### config.mk
export PLATFORM = sky130hd
export DESIGN_NAME = nw_bus_exchanger
export DESIGN_NICKNAME = d
export VERILOG_FILES = /design/src/rtl/nwx_pkg.sv /design/src/rtl/nwx_en_reg.sv /design/src/rtl/nwx_pipe.sv /design/src/rtl/nwx_ctrl_reg.sv /design/src/rtl/nw_bus_exchanger.sv
export SDC_FILE = /design/constraint.sdc
export NUM_CORES = 1
export LEC_CHECK = 0
export BUFFER_PORTS_ARGS = -buffer_cell sky130_fd_sc_hd__buf_4
export CORE_MARGIN = 2
export CORE_UTILIZATION = 51
export DETAILED_ROUTE_END_ITERATION = 12
export PLACE_DENSITY = 0.82
export SETUP_SLACK_MARGIN = 0.3
export SLEW_MARGIN = 20
export SYNTH_ARGS = -nofsm -noshare
export SYNTH_HDL_FRONTEND = slang
export SYNTH_SLANG_ARGS = --single-unit
export TNS_END_PERCENT = 1
### constraint.sdc
create_clock -name clk -period 2.1 [get_ports clk]
set_clock_uncertainty 0.2 [all_clocks]
set_input_delay 0.21 -clock clk [delete_from_list [all_inputs] [get_ports clk]]
set_output_delay 0.21 -clock clk [all_outputs]
set_load 0.02 [all_outputs]
### src/rtl/nwx_pkg.sv
package nwx_pkg;

   // registered control bundle; reset value puts both ports in the non-driving state
   typedef struct packed {
      logic oe_a_n;
      logic oe_b_n;
      logic sel_n;
   } nwx_ctrl_t;

   localparam nwx_ctrl_t NWX_CTRL_IDLE = '{oe_a_n: 1'b1, oe_b_n: 1'b1, sel_n: 1'b0};

endpackage

### src/rtl/nwx_en_reg.sv
module nwx_en_reg #(
   parameter int W = 12
) (
   input  logic         clk,
   input  logic         en_n,
   input  logic [W-1:0] d,
   output logic [W-1:0] q
);
   if (W < 1) begin : g_bad_w
      $error("nwx_en_reg: W must be at least 1");
   end

   always_ff @(posedge clk) begin
      if (!en_n) q <= d;
   end
endmodule

### src/rtl/nwx_pipe.sv
module nwx_pipe #(
   parameter int W     = 12,
   parameter int DEPTH = 2
) (
   input  logic         clk,
   input  logic         en_n,
   input  logic [W-1:0] d,
   output logic [W-1:0] q
);
   if (DEPTH < 1) begin : g_bad_depth
      $error("nwx_pipe: DEPTH must be at least 1");
   end

   logic [W-1:0] stg [DEPTH+1];
   assign stg[0] = d;

   // every stage shares the enable, so the chain advances as one
   for (genvar s = 0; s < DEPTH; s++) begin : g_stage
      nwx_en_reg #(.W(W)) u_reg (
         .clk  (clk),
         .en_n (en_n),
         .d    (stg[s]),
         .q    (stg[s+1])
      );
   end

   assign q = stg[DEPTH];
endmodule

### src/rtl/nwx_ctrl_reg.sv
module nwx_ctrl_reg
   import nwx_pkg::*;
#(
   parameter bit HAS_SRST = 1'b1
) (
   input  logic      clk,
   input  logic      srst,
   input  nwx_ctrl_t d,
   output nwx_ctrl_t q
);
   if (HAS_SRST) begin : g_srst
      always_ff @(posedge clk) begin
         if (srst) q <= NWX_CTRL_IDLE;
         else      q <= d;
      end
   end else begin : g_nosrst
      logic unused_srst;
      assign unused_srst = srst;
      always_ff @(posedge clk) q <= d;
   end
endmodule

### src/rtl/nw_bus_exchanger.sv
module nw_bus_exchanger
   import nwx_pkg::*;
#(
   parameter int NARROW_W = 12,
   parameter bit HAS_SRST = 1'b1
) (
   input  logic                  clk,
   input  logic                  srst,
   input  logic [NARROW_W-1:0]   a_in,
   output logic [NARROW_W-1:0]   a_out,
   output logic                  a_oe,
   input  logic [2*NARROW_W-1:0] b_in,
   output logic [2*NARROW_W-1:0] b_out,
   output logic                  b_oe,
   input  logic                  cap_a_lo_n,
   input  logic                  cap_a_hi_n,
   input  logic                  cap_b_lo_n,
   input  logic                  cap_b_hi_n,
   input  logic                  oe_a_n,
   input  logic                  oe_b_n,
   input  logic                  sel_n
);
   localparam int WIDE_W   = 2 * NARROW_W;
   localparam int HI_DEPTH = 1;
   localparam int LO_DEPTH = HI_DEPTH + 1;   // one extra stage lines up consecutive words

   if (NARROW_W < 1) begin : g_bad_width
      $error("nw_bus_exchanger: NARROW_W must be at least 1");
   end

   // ---------------- narrow to wide ----------------
   logic [NARROW_W-1:0] lo_q, hi_q;

   nwx_pipe #(.W(NARROW_W), .DEPTH(LO_DEPTH)) u_lo_path (
      .clk (clk), .en_n (cap_a_lo_n), .d (a_in), .q (lo_q)
   );

   nwx_pipe #(.W(NARROW_W), .DEPTH(HI_DEPTH)) u_hi_path (
      .clk (clk), .en_n (cap_a_hi_n), .d (a_in), .q (hi_q)
   );

   assign b_out = {hi_q, lo_q};

   // ---------------- wide to narrow ----------------
   logic [1:0]          b_cap_n;
   logic [NARROW_W-1:0] b_half_q [2];

   assign b_cap_n = {cap_b_hi_n, cap_b_lo_n};

   for (genvar h = 0; h < 2; h++) begin : g_b_half
      nwx_en_reg #(.W(NARROW_W)) u_cap (
         .clk  (clk),
         .en_n (b_cap_n[h]),
         .d    (b_in[h*NARROW_W +: NARROW_W]),
         .q    (b_half_q[h])
      );
   end

   // ---------------- registered controls ----------------
   nwx_ctrl_t ctrl_d, ctrl_q;

   assign ctrl_d = '{oe_a_n: oe_a_n, oe_b_n: oe_b_n, sel_n: sel_n};

   nwx_ctrl_reg #(.HAS_SRST(HAS_SRST)) u_ctrl (
      .clk (clk), .srst (srst), .d (ctrl_d), .q (ctrl_q)
   );

   assign a_out = ctrl_q.sel_n ? b_half_q[1] : b_half_q[0];
   assign a_oe  = ~ctrl_q.oe_a_n;
   assign b_oe  = ~ctrl_q.oe_b_n;

   // ---------------- assertions ----------------
   assert_lo_two_stage_R1: assert property (@(posedge clk) disable iff (srst)
      (!cap_a_lo_n ##1 !cap_a_lo_n) |=> b_out[NARROW_W-1:0] == $past(a_in, 2));

   assert_hi_one_stage_R2: assert property (@(posedge clk) disable iff (srst)
      !cap_a_hi_n |=> b_out[WIDE_W-1:NARROW_W] == $past(a_in));

   assert_gather_pair_R3: assert property (@(posedge clk) disable iff (srst)
      (!cap_a_lo_n ##1 (!cap_a_lo_n && !cap_a_hi_n)) |=> b_out == {$past(a_in), $past(a_in, 2)});

   assert_hold_hi_R4: assert property (@(posedge clk) disable iff (srst)
      cap_a_hi_n |=> $stable(b_out[WIDE_W-1:NARROW_W]));

   assert_hold_lo_R4: assert property (@(posedge clk) disable iff (srst)
      cap_a_lo_n |=> $stable(b_out[NARROW_W-1:0]));

   assert_sel_low_R5: assert property (@(posedge clk) disable iff (srst)
      (!cap_b_lo_n && !sel_n) |=> a_out == $past(b_in[NARROW_W-1:0]));

   assert_sel_high_R5: assert property (@(posedge clk) disable iff (srst)
      (!cap_b_hi_n && sel_n) |=> a_out == $past(b_in[WIDE_W-1:NARROW_W]));

   assert_oe_follow_R6: assert property (@(posedge clk) disable iff (srst)
      1'b1 |=> (a_oe == !$past(oe_a_n)) && (b_oe == !$past(oe_b_n)));
endmodule

==> run summary, run 1 <==
The H-tree was split into 3 levels. The clock-pin slew on the worst setup and hold paths is 0.06 ns. The post-route worst setup slack came out at 0.360 ns.

The async set-or-reset flop fraction in the synthesized netlist was 0%. The die is 68.0 µm tall. The logs give 23 for the total number of placement rows and 0.00333 mm² for the post-route cell area. Clock tree synthesis found a total of 63 sinks. The library cell contributing the largest single delay on the critical path was sky130_fd_sc_hd__dfxtp_2. TritonCTS built the clock tree. Counting every net in the synthesized netlist gives 130. The net total in the final layout is 265, and the combined global-route utilization of all metal layers is 20.6%. For this run, the slowest stage of the critical path takes 0.37 ns.

In this run the horizontal extent of the chip is 68.0 µm. The top cell type by area accounts for 86.3% of the synthesized area. For the final routed database, the setup TNS stands at 0 ns.

Number of buffers and inverters on the critical path: 2. The layout overhead on the synthesized area was 59.5%. The number of antenna violations at the first check in global routing came out at 0.

Clock root buffer: sky130_fd_sc_hd__clkbuf_8. In this run the mean area of a mapped cell was 24.6 µm². Number of DRC violations after detailed-routing iteration 0: 32. By count the netlist is led by sky130_fd_sc_hd__edfxtp_1 (60), sky130_fd_sc_hd__mux2_4 (10), sky130_fd_sc_hd__inv_1 (6). The dominant register cell in the synthesized netlist is sky130_fd_sc_hd__edfxtp_1. For this design the ratio of total power to cell area is 809 mW/mm². The floorplan step defined a die boundary enclosing 0.00462 mm². Total number of vias: 1267. The tools report the number of failing hold endpoints at the final stage as 0. The worst hold-check path type was in -> reg. The number of vias per cell after detailed routing was 4.62.

The floorplan step defined a core boundary enclosing 0.00397 mm². The arrival time of data at the critical path endpoint is 1.33 ns, and the largest fanout on the critical path is 5. After synthesis, the cell types taking the most area are sky130_fd_sc_hd__edfxtp_1 (86%), sky130_fd_sc_hd__mux2_4 (7.2%), sky130_fd_sc_hd__dfxtp_1 (2.9%).

The required time of the critical path is 1.69 ns, and the final worst-path cycle share is 82.8%. The max-slew violation total from the final report came out at 0. The number of antenna repair diodes is 0.

Measured against its own limit, the worst slew margin works out to 66.3%. The count of buffers from port buffering is 82, and the static leakage is 1.39 nW. Distinct cell type count of the synthesized netlist: 8. After detailed routing, the average wire length per cell comes to 16.4 µm. The tools report the post-synthesis instance area as 0.00209 mm². Setup repair after global routing left no endpoint under its margin.

Cells with a size suffix above 1 make up 49.1% of the layout. In this run the deepest clock path goes through 2 buffers. The synthesized design contains 63 register bits.

Yosys mapped a number of flops with a built-in enable equal to 60. At the placement stage, the worst setup path has a slack of 0.633 ns. Setup violations remaining at the end of the flow were counted as 0. Summing all placed instances gives a cell area of 0.00277 mm². The later pin in the worst-skew pair is clocked with a latency of 0.32 ns.

The cell type with the highest occurrence count on the critical path is sky130_fd_sc_hd__buf_4. Summed over all layers, the global routing overflow is 0. After synthesis, flip-flops and latches occupy 89.2% of the total area. STA classifies the critical path startpoint as a register.

Based on the critical path, the design can be clocked at up to 575 MHz. The maximum ir drop on the vdd rail was 0.639 mV. Walking the worst path, the cells encountered are buf_4, mux2_4, buf_4. For this design the top-level I/O count stands at 83. The number of violations of the max-capacitance limit is 0.

The largest total area in the synthesized netlist belongs to sky130_fd_sc_hd__edfxtp_1. The flow ran to the end, and the final reports show no timing, DRC or antenna violations. The routed design could run at a clock period as short as 1.74 ns. The tightest hold path in the finished design has a slack of 0.139 ns.

The first global-routing pass estimated 6350 µm of wire. The TritonCTS buffer count is 9. Yosys instantiated no cell more often than sky130_fd_sc_hd__edfxtp_1. For this block, the routed nets add up to 4480 µm of wire. After detailed routing, the number of remaining DRC violations is 0. The detail route stage leaves a number of antenna-violating nets equal to 0. STA classifies the critical path endpoint as an output pin. At the end of routability-driven placement, the weighted congestion stood at 0.646.

The run gives 85 as the synthesized instance count. Gate family responsible for the most delay along the worst path: flip-flops. During synthesis, Yosys emitted a total of 0 warnings. The first detailed-routing pass took 4 iterations.

Once the floorplan was initialized, standard cells occupied 52.6% of the core. The setup path with the least slack is of type reg -> out. Entering global routing, the biggest net connects 17 pins. The transition time at the pin with the least slew margin is 0.505 ns, and the via count of the first global-routing pass is 1356.
## registers in the layout, indices dropped and copies added, names as in the netlist
register and flops:
g_b_half.u_cap.q 24, u_hi_path.g_stage.u_reg.q 12, u_ctrl.q 3, u_lo_path.g_stage.u_reg.q 24
## timing repair
action | in CTS | in global routing
hold buffers | 40 | 0
buffers inserted | 0 | 0
gates resized for setup | 1 | 3
endpoints found under the hold margin | 51 | 0
setup endpoints to repair | 10 | 10
gates cloned | 0 | 1
## metrics by stage
stage                     power (W)  std cells  utilization [%]
after floorplan             0.00167         85                -
after global placement      0.00183        218             69.7
after detailed placement    0.00185        218             69.7
after CTS                   0.00271        273             83.6
after global routing        0.00280        274             83.8
final                       0.00269        274             83.8
## cell families after synthesis
| kind of cell | Yosys count | share of synthesized area, % |
|---|---|---|
| flops | 63 | 89.2 |
| mux | 12 | 8.27 |
| buf+inv | 7 | 1.62 |
| simple gates | 3 | 0.899 |
## where the power goes
group / internal [W] / switching [W] / leakage (nW)
clock network: 0.000417 / 0.000388 / 0.0749
logic: 0.000210 / 0.000168 / 0.706
registers: 0.00148 / 0.0000274 / 0.613
## placed cells by master (no fill, tap or decap)
cell	n
sky130_fd_sc_hd__buf_4	84
sky130_fd_sc_hd__edfxtp_1	60
sky130_fd_sc_hd__dlygate4sd3_1	40
sky130_fd_sc_hd__mux2_4	10
sky130_fd_sc_hd__clkbuf_8	9
sky130_fd_sc_hd__inv_1	6
sky130_fd_sc_hd__clkbuf_1	4
sky130_fd_sc_hd__or2_2	2
sky130_fd_sc_hd__mux2_2	2
sky130_fd_sc_hd__dfxtp_1	2
sky130_fd_sc_hd__nor2b_1	1
sky130_fd_sc_hd__clkinv_1	1
sky130_fd_sc_hd__clkinv_2	1
sky130_fd_sc_hd__buf_6	1
sky130_fd_sc_hd__dfxtp_2	1
## area by class of cell
class / count / area [µm²]
tap: 50 / 62.6
fill: 210 / 642
inverter: 6 / 22.5
clock buffer: 13 / 139
multi-input combinational: 15 / 191
clock inverter: 2 / 8.76
timing repair buffer: 125 / 1040
sequential: 63 / 1860
## worst paths after layout
check	from	endpoint	slack, ns	cells after the start
hold / removal	cap_a_lo_n	u_lo_path.g_stage[1].u_reg.q[7]	0.14	2
setup reg to reg	u_lo_path.g_stage[0].u_reg.q[6]	u_lo_path.g_stage[1].u_reg.q[6]	1.27	0
setup / recovery	u_ctrl.q[0]	a_out[7]	0.36	3
hold reg to reg	u_lo_path.g_stage[0].u_reg.q[3]	u_lo_path.g_stage[1].u_reg.q[3]	0.22	0
## routing by layer
metal	track usage [%]	part of all wire (%)	vias up
met5	0	0	-
li1	-	-	595
met3	9.54	8.3	8
met2	36.0	54	70
met1	21.1	36	594
met4	8.75	1.8	0
Power figures use the tool's default switching activity.
==> run 2, diff against run 1 <==
- CORE_UTILIZATION: 51 -> 47
- PLACE_DENSITY: 0.82 -> 0.77
- clock period: 2.1 -> 1.8 ns (I/O delays scaled with it)
==> run summary, run 2 (synthesized netlist as in run 1, its figures left out) <==
The congestion estimate from routability-driven global placement came to 0.761. After clock tree synthesis, the clock-pin slew on the worst setup and hold paths is 0.07 ns. The max-slew violation total from the final report is 0, and the post-route minimum period is 1.66 ns. The gate family responsible for the most delay along the worst path is flip-flops.

The tools report the clock root buffer as sky130_fd_sc_hd__clkbuf_8. Across the run, the number of max-cap violations was 0. Cells fill 79.1% of the core in the end.

The worst setup path is launched from a register. In the routed design, unresolved DRC markers number 0. The detailed router finished its first iteration with 84 violations.

The first-pass iteration count of the detailed router was 2. The worst register-to-register path begins at u_lo_path.g_stage[0].u_reg.q[8]. TritonCTS built the clock tree. In this run the worst hold path is classified as in -> reg. The tools report the number of antenna violations at the first check in global routing as 0. For this block, the routed nets add up to 4360 µm of wire.

The worst setup path is of the reg -> out kind. The worst register-to-register path ends at u_lo_path.g_stage[1].u_reg.q[8]. Number of antenna repair diodes: 0.

For the via count of the first global-routing pass, the log shows 1416. Summing all non-filler instances in the final layout gives an area of 0.00342 mm². The transition time at the pin with the least slew margin is 0.486 ns.

For the clock insertion delay at the later pin of the skew report, the log shows 0.33 ns. After global routing the overflow that remains totals 0. Relative to the synthesized area, the layout overhead comes to 63.8%. In this run the static leakage power is 1.43 nW. For the maximum number of pins on one net before global-route repair, the log shows 15. The total number of placement rows was 24.

The worst hold path begins at cap_a_lo_n. Once layout is complete, the cells apart from fillers number 278. The largest fanout on the critical path came out at 5.

The path with the worst hold slack has its endpoint at u_lo_path.g_stage[0].u_reg.q[8]. The number of setup buffers added after CTS is 0. Counting along the longest clock path gives a buffer depth of 2. The top cell types in the final layout, fill and taps aside, are sky130_fd_sc_hd__buf_4 (74), sky130_fd_sc_hd__edfxtp_1 (60), sky130_fd_sc_hd__dlygate4sd3_1 (40). CTS built an H-tree with a depth of 3. The post-route total power is 0.00334 W, and the final-report setup violation count is 0. Port buffering added 82 buffers. The tools report the kind of capture point of the worst setup path as an output pin. The fraction of final layout cells with drive strength greater than 1 is 50.4%, and the post-place instance area is 0.00278 mm². The final layout contains 266 nets. VDD sags by at most 0.673 mV.

The logs give 1.28 ns for the arrival time of data at the critical path endpoint and 1.42 ns for the required time of the critical path. The clock net sink count was 63; the number of failing hold endpoints at the final stage was 0. The ratio of total power to cell area works out to 978 mW/mm². Traced cell by cell, the critical path runs through buf_6, mux2_4, buf_6. After filler insertion, the fill cell instance count of the layout stands at 243. In the final timing run, aggregate negative setup slack is 0 ns.

The first global-routing pass estimated 6780 µm of wire. The delay of the slowest critical-path stage is 0.38 ns. The slowest stage of the critical path is the sky130_fd_sc_hd__dfxtp_4 cell. For the combined global-route utilization of all metal layers, the log shows 18.8%. Most frequent standard cell in the layout excluding fill and tap cells: sky130_fd_sc_hd__buf_4. Clock tree synthesis inserted a total of 9 buffers. After detailed routing, the average wire length per cell comes to 15.7 µm. The floorplan step set the die height to 70.6 µm. The run gives 83 as the number of placed I/O pins. Along the worst hold path, the cell count comes to 3.

For the count of antenna-violating nets left after detailed routing, the log shows 0. The cell type with the highest occurrence count on the critical path is sky130_fd_sc_hd__buf_6. In the final layout, the registers with the most flip-flops are g_b_half.u_cap.q (24), u_lo_path.g_stage.u_reg.q (24), u_hi_path.g_stage.u_reg.q (12). The number of cells traversed by the worst register-to-register path is 0, and the normalized max-slew margin is 67.5%.

The maximum operating frequency came out at 602 MHz. The worst reg-to-reg setup slack was 0.96 ns. The run finished with clean final reports. In this run, placement finished with an instance count of 221. Setup repair after global routing could not meet its margin everywhere. The die area was 0.00499 mm². The wire-length estimate of the detail-placed layout is 2620 µm. The core region is 0.00432 mm².

The final worst-path cycle share came out at 92.2%. The run gives 1249 as the total number of vias. The number of vias per cell after detailed routing was 4.49; the number of buffers and inverters on the critical path was 2. The die extent in x was 70.6 µm; the initial cell density of the core was 48.3%.
## run 2: cell types whose count changed in the layout (fill, tap and decap cells not counted), sizes merged
cell    previous run  this run
bufinv             0         1
buf               85        86
clkinv             2         4
clkbuf            13        11
## run 2: layout make-up
| cell class | instances | area, µm² | share of cell area [%] |
|---|---|---|---|
| flip-flops and latches | 63 | 1870 | 54.6 |
| repair buffers | 126 | 1090 | 32.0 |
| multi-input cells | 15 | 191 | 5.60 |
| clock buffers | 11 | 131 | 3.84 |
| well taps | 52 | 65.1 | 1.90 |
| clock inverters | 5 | 48.8 | 1.43 |
| inverters | 6 | 22.5 | 0.659 |
## run 2: worst max-delay path by stage
stage / start / depth (start not counted) / to
after global placement: u_ctrl.q[0] / 3 / a_out[8]
after detailed placement: u_ctrl.q[0] / 3 / a_out[1]
final: u_ctrl.q[0] / 3 / a_out[0]
after global routing: u_ctrl.q[0] / 3 / a_out[0]
after CTS: u_ctrl.q[0] / 3 / a_out[1]
after floorplan: u_ctrl.q[0] / 2 / a_out[0]
## run 2: worst min-delay path, stage by stage
cell and delay (ns):
sky130_fd_sc_hd__buf_4 0.08, sky130_fd_sc_hd__inv_1 0.04, sky130_fd_sc_hd__buf_4 0.17
## run 2: layer usage
metal  global-route usage (%)  up-vias  part of all wire, %
met5                        0        -                    0
met4                     10.1        0                  2.0
met3                     5.84       10                  7.3
met2                     32.9       61                   54
met1                     20.3      583                   36
li1                         -      595                    -
## run 2: timing repair
action                                 4_1_cts  5_1_grt
hold buffers                                40        0
pin swaps                                    0        0
setup endpoints to repair                   12       13
endpoints found under the hold margin       51        0
gates cloned                                 1        0
resized for setup                           10        6
## run 2: per-stage QoR
step                      setup slack [ns]  hold slack [ns]
after floorplan                      0.555           0.0516
after global routing                 0.100            0.116
final                                0.140            0.120
after CTS                            0.122            0.115
after detailed placement             0.364            0.157
after global placement               0.383            0.153
## run 2: report_power, final
group / internal [W] / switching (W) / total [W] / leakage, nW
Sequential: 0.00173 / 0.0000323 / 0.00176 / 0.613
Combinational: 0.000262 / 0.000198 / 0.000460 / 0.725
Clock: 0.000628 / 0.000495 / 0.00112 / 0.0945
Total: 0.00262 / 0.000725 / 0.00334 / 1.43
==> run 3, diff against run 2 <==
- RECOVER_POWER: unset -> 50
- SLEW_MARGIN: 20 -> 40
==> run summary, run 3 (synthesized netlist as in run 1, its figures left out) <==
The run finished with clean final reports. Post-route minimum period: 1.66 ns. The initialized floorplan defines 24 standard-cell rows. The via count of the first global-routing pass was 1416; the clock net sink count was 63. Fill cells in the final layout number 247.

For this run, the number of standard cells in the final layout without fillers is 278. The total number of vias is 1264. In this run the clock root is driven by a sky130_fd_sc_hd__clkbuf_8. The largest fanout on the critical path was 5. Setup repair after global routing could not meet its margin everywhere. The tools report the area used by multi-input combinational logic as 191 µm². In the layout the commonest cells are sky130_fd_sc_hd__buf_4 (61), sky130_fd_sc_hd__edfxtp_1 (60), sky130_fd_sc_hd__dlygate4sd3_1 (40). In this run the critical register-to-register path is launched from u_lo_path.g_stage[0].u_reg.q[8]. The number of cells traversed by the worst register-to-register path came out at 0. The path with the worst hold slack has its endpoint at u_hi_path.g_stage[0].u_reg.q[8]. The endpoint of the lowest-slack register-to-register path is u_lo_path.g_stage[1].u_reg.q[8]. The sum of overflow across all layers after global routing was 0; the half-perimeter wire length after detailed placement was 2620 µm. After detailed placement, the total cell area comes to 0.00278 mm². For the post-placement cell count, the log shows 221.

Combined global-route utilization of all metal layers: 18.8%. In the final routed layout, each cell accounts on average for 15.8 µm. From bottom edge to top edge, the die measures 70.6 µm. The die covers 0.00499 mm². The run gives 1.42 nW as the static leakage. The number of antenna diodes in the final layout is 0. The layout overhead on the synthesized area is 63.3%, and the total core area is 0.00432 mm². Derived from the worst setup path, the maximum achievable clock frequency is 601 MHz. For this run, the share of the core covered by cells in the final layout is 78.8%. The tools report the launch instance of the worst min-delay path as cap_a_hi_n. The number of antenna violations at the first check in global routing was 0. The congestion estimate from routability-driven global placement came to 0.761. The buffer levels on the longest clock path came out at 2.

The total wirelength of the detailed-routed design was 4380 µm; the number of vias per cell after detailed routing was 4.55. The tightest min-delay check is of the in -> reg type. At the end of the flow, the number of nets in the layout was 266. The fraction of final layout cells with drive strength greater than 1 came out at 49.1%. For the number of failing hold endpoints at the final stage, the log shows 0. Power spread over the standard cell area amounts to 981 mW/mm². Entering global routing, the biggest net connects 15 pins. For the worst-skew pair, the clock arrives at the later sink with an insertion delay of 0.33 ns. Port buffering added 82 buffers. The transition time at the pin with the least slew margin works out to 0.744 ns. The kind of capture point of the worst setup path was an output pin. In the final layout, the registers with the most flip-flops are g_b_half.u_cap.q (24), u_lo_path.g_stage.u_reg.q (24), u_hi_path.g_stage.u_reg.q (12). The run gives 0 as the number of violations of the max-capacitance limit.

Measured against its own limit, the worst slew margin works out to 50.4%. The number of stages on the worst hold path is 2, and the sequential standard cell area is 0.00187 mm². The clock-pin slew on the worst setup and hold paths works out to 0.07 ns. Data arrives at the worst endpoint at 1.28 ns.

Category of the most critical setup path: reg -> out. The first-pass iteration count of the detailed router was 4. For the max-slew violation total from the final report, the log shows 0. Once detail routing completed, the nets flagged for antenna violations numbered 0.

Leaving out fill and tap cells, the most frequent cell in the layout is sky130_fd_sc_hd__buf_4. The final critical path takes up 92.4% of the cycle. For the TritonCTS buffer count, the log shows 9. Setup violations remaining at the end of the flow were counted as 0. VDD sags by at most 0.673 mV. The tools report the total negative slack for setup checks as 0 ns. The run gives 0.96 ns as the worst reg-to-reg setup slack. The required time of the critical path came out at 1.42 ns. The die extent in x was 70.6 µm; the number of DRC violations after detailed routing was 0.

TritonCTS built the clock tree. The initial utilization of the core area, before any placement, comes to 48.3%. After the first detailed-routing iteration, the DRC count stood at 87.

The tools report the first-pass GRT wire length as 6780 µm. Summing all non-filler instances in the final layout gives an area of 0.00341 mm². STA classifies the critical path startpoint as a register. Number of placed I/O pins: 83.

The run gives 3 as the H-tree depth.
==> run 3: worst max-delay path by stage <==
stage,cells after the start,from,slack (ns),to
finish,3,u_ctrl.q[0],0.14,a_out[0]
global route,3,u_ctrl.q[0],0.10,a_out[0]
CTS,3,u_ctrl.q[0],0.12,a_out[1]
detailed placement,3,u_ctrl.q[0],0.36,a_out[1]
global placement,3,u_ctrl.q[0],0.38,a_out[8]
floorplan,2,u_ctrl.q[0],0.55,a_out[0]
==> run 3: final cells by class <==
cell class | instances | area share, %
Sequential cell | 63 | 54.7
Timing Repair Buffer | 126 | 31.8
Multi-Input combinational cell | 15 | 5.62
Clock buffer | 11 | 3.85
Tap cell | 52 | 1.91
Clock inverter | 5 | 1.43
Inverter | 6 | 0.661
==> run 3: what timing repair did <==
action                                 CTS  global route
buffers inserted                         0             0
endpoints found under the hold margin   51             0
setup endpoints to repair               12            13
resized for setup                       10             6
cloned                                   1             0
hold buffers                            40             0
==> run 3: critical path, cell delays in order (launching register included) <==
cell and delay, ns:
sky130_fd_sc_hd__dfxtp_4 0.38, sky130_fd_sc_hd__buf_6 0.13, sky130_fd_sc_hd__mux2_4 0.31, sky130_fd_sc_hd__buf_6 0.13
==> run 3: per-layer routing <==
layer | global-route usage [%] | vias to the layer above | part of all wire [%]
li1 | - | 596 | -
met5 | 0 | - | 0
met2 | 32.9 | 65 | 54
met1 | 20.3 | 592 | 37
met3 | 5.84 | 11 | 8.1
met4 | 10.1 | 0 | 1.6
==> run 3: through the flow <==
stage	setup slack, ns	power (W)	hold slack (ns)
floorplan	0.555	0.00195	0.0516
global placement	0.383	0.00214	0.153
detailed placement	0.364	0.00216	0.157
CTS	0.122	0.00335	0.115
global route	0.100	0.00347	0.224
finish	0.137	0.00334	0.191
==> run 3: power by group <==
group	total [W]	internal, W	leakage, nW	switching [W]
Clock	0.00113	0.000628	0.0945	0.000498
Sequential	0.00176	0.00173	0.613	0.0000327
Combinational	0.000455	0.000258	0.712	0.000197
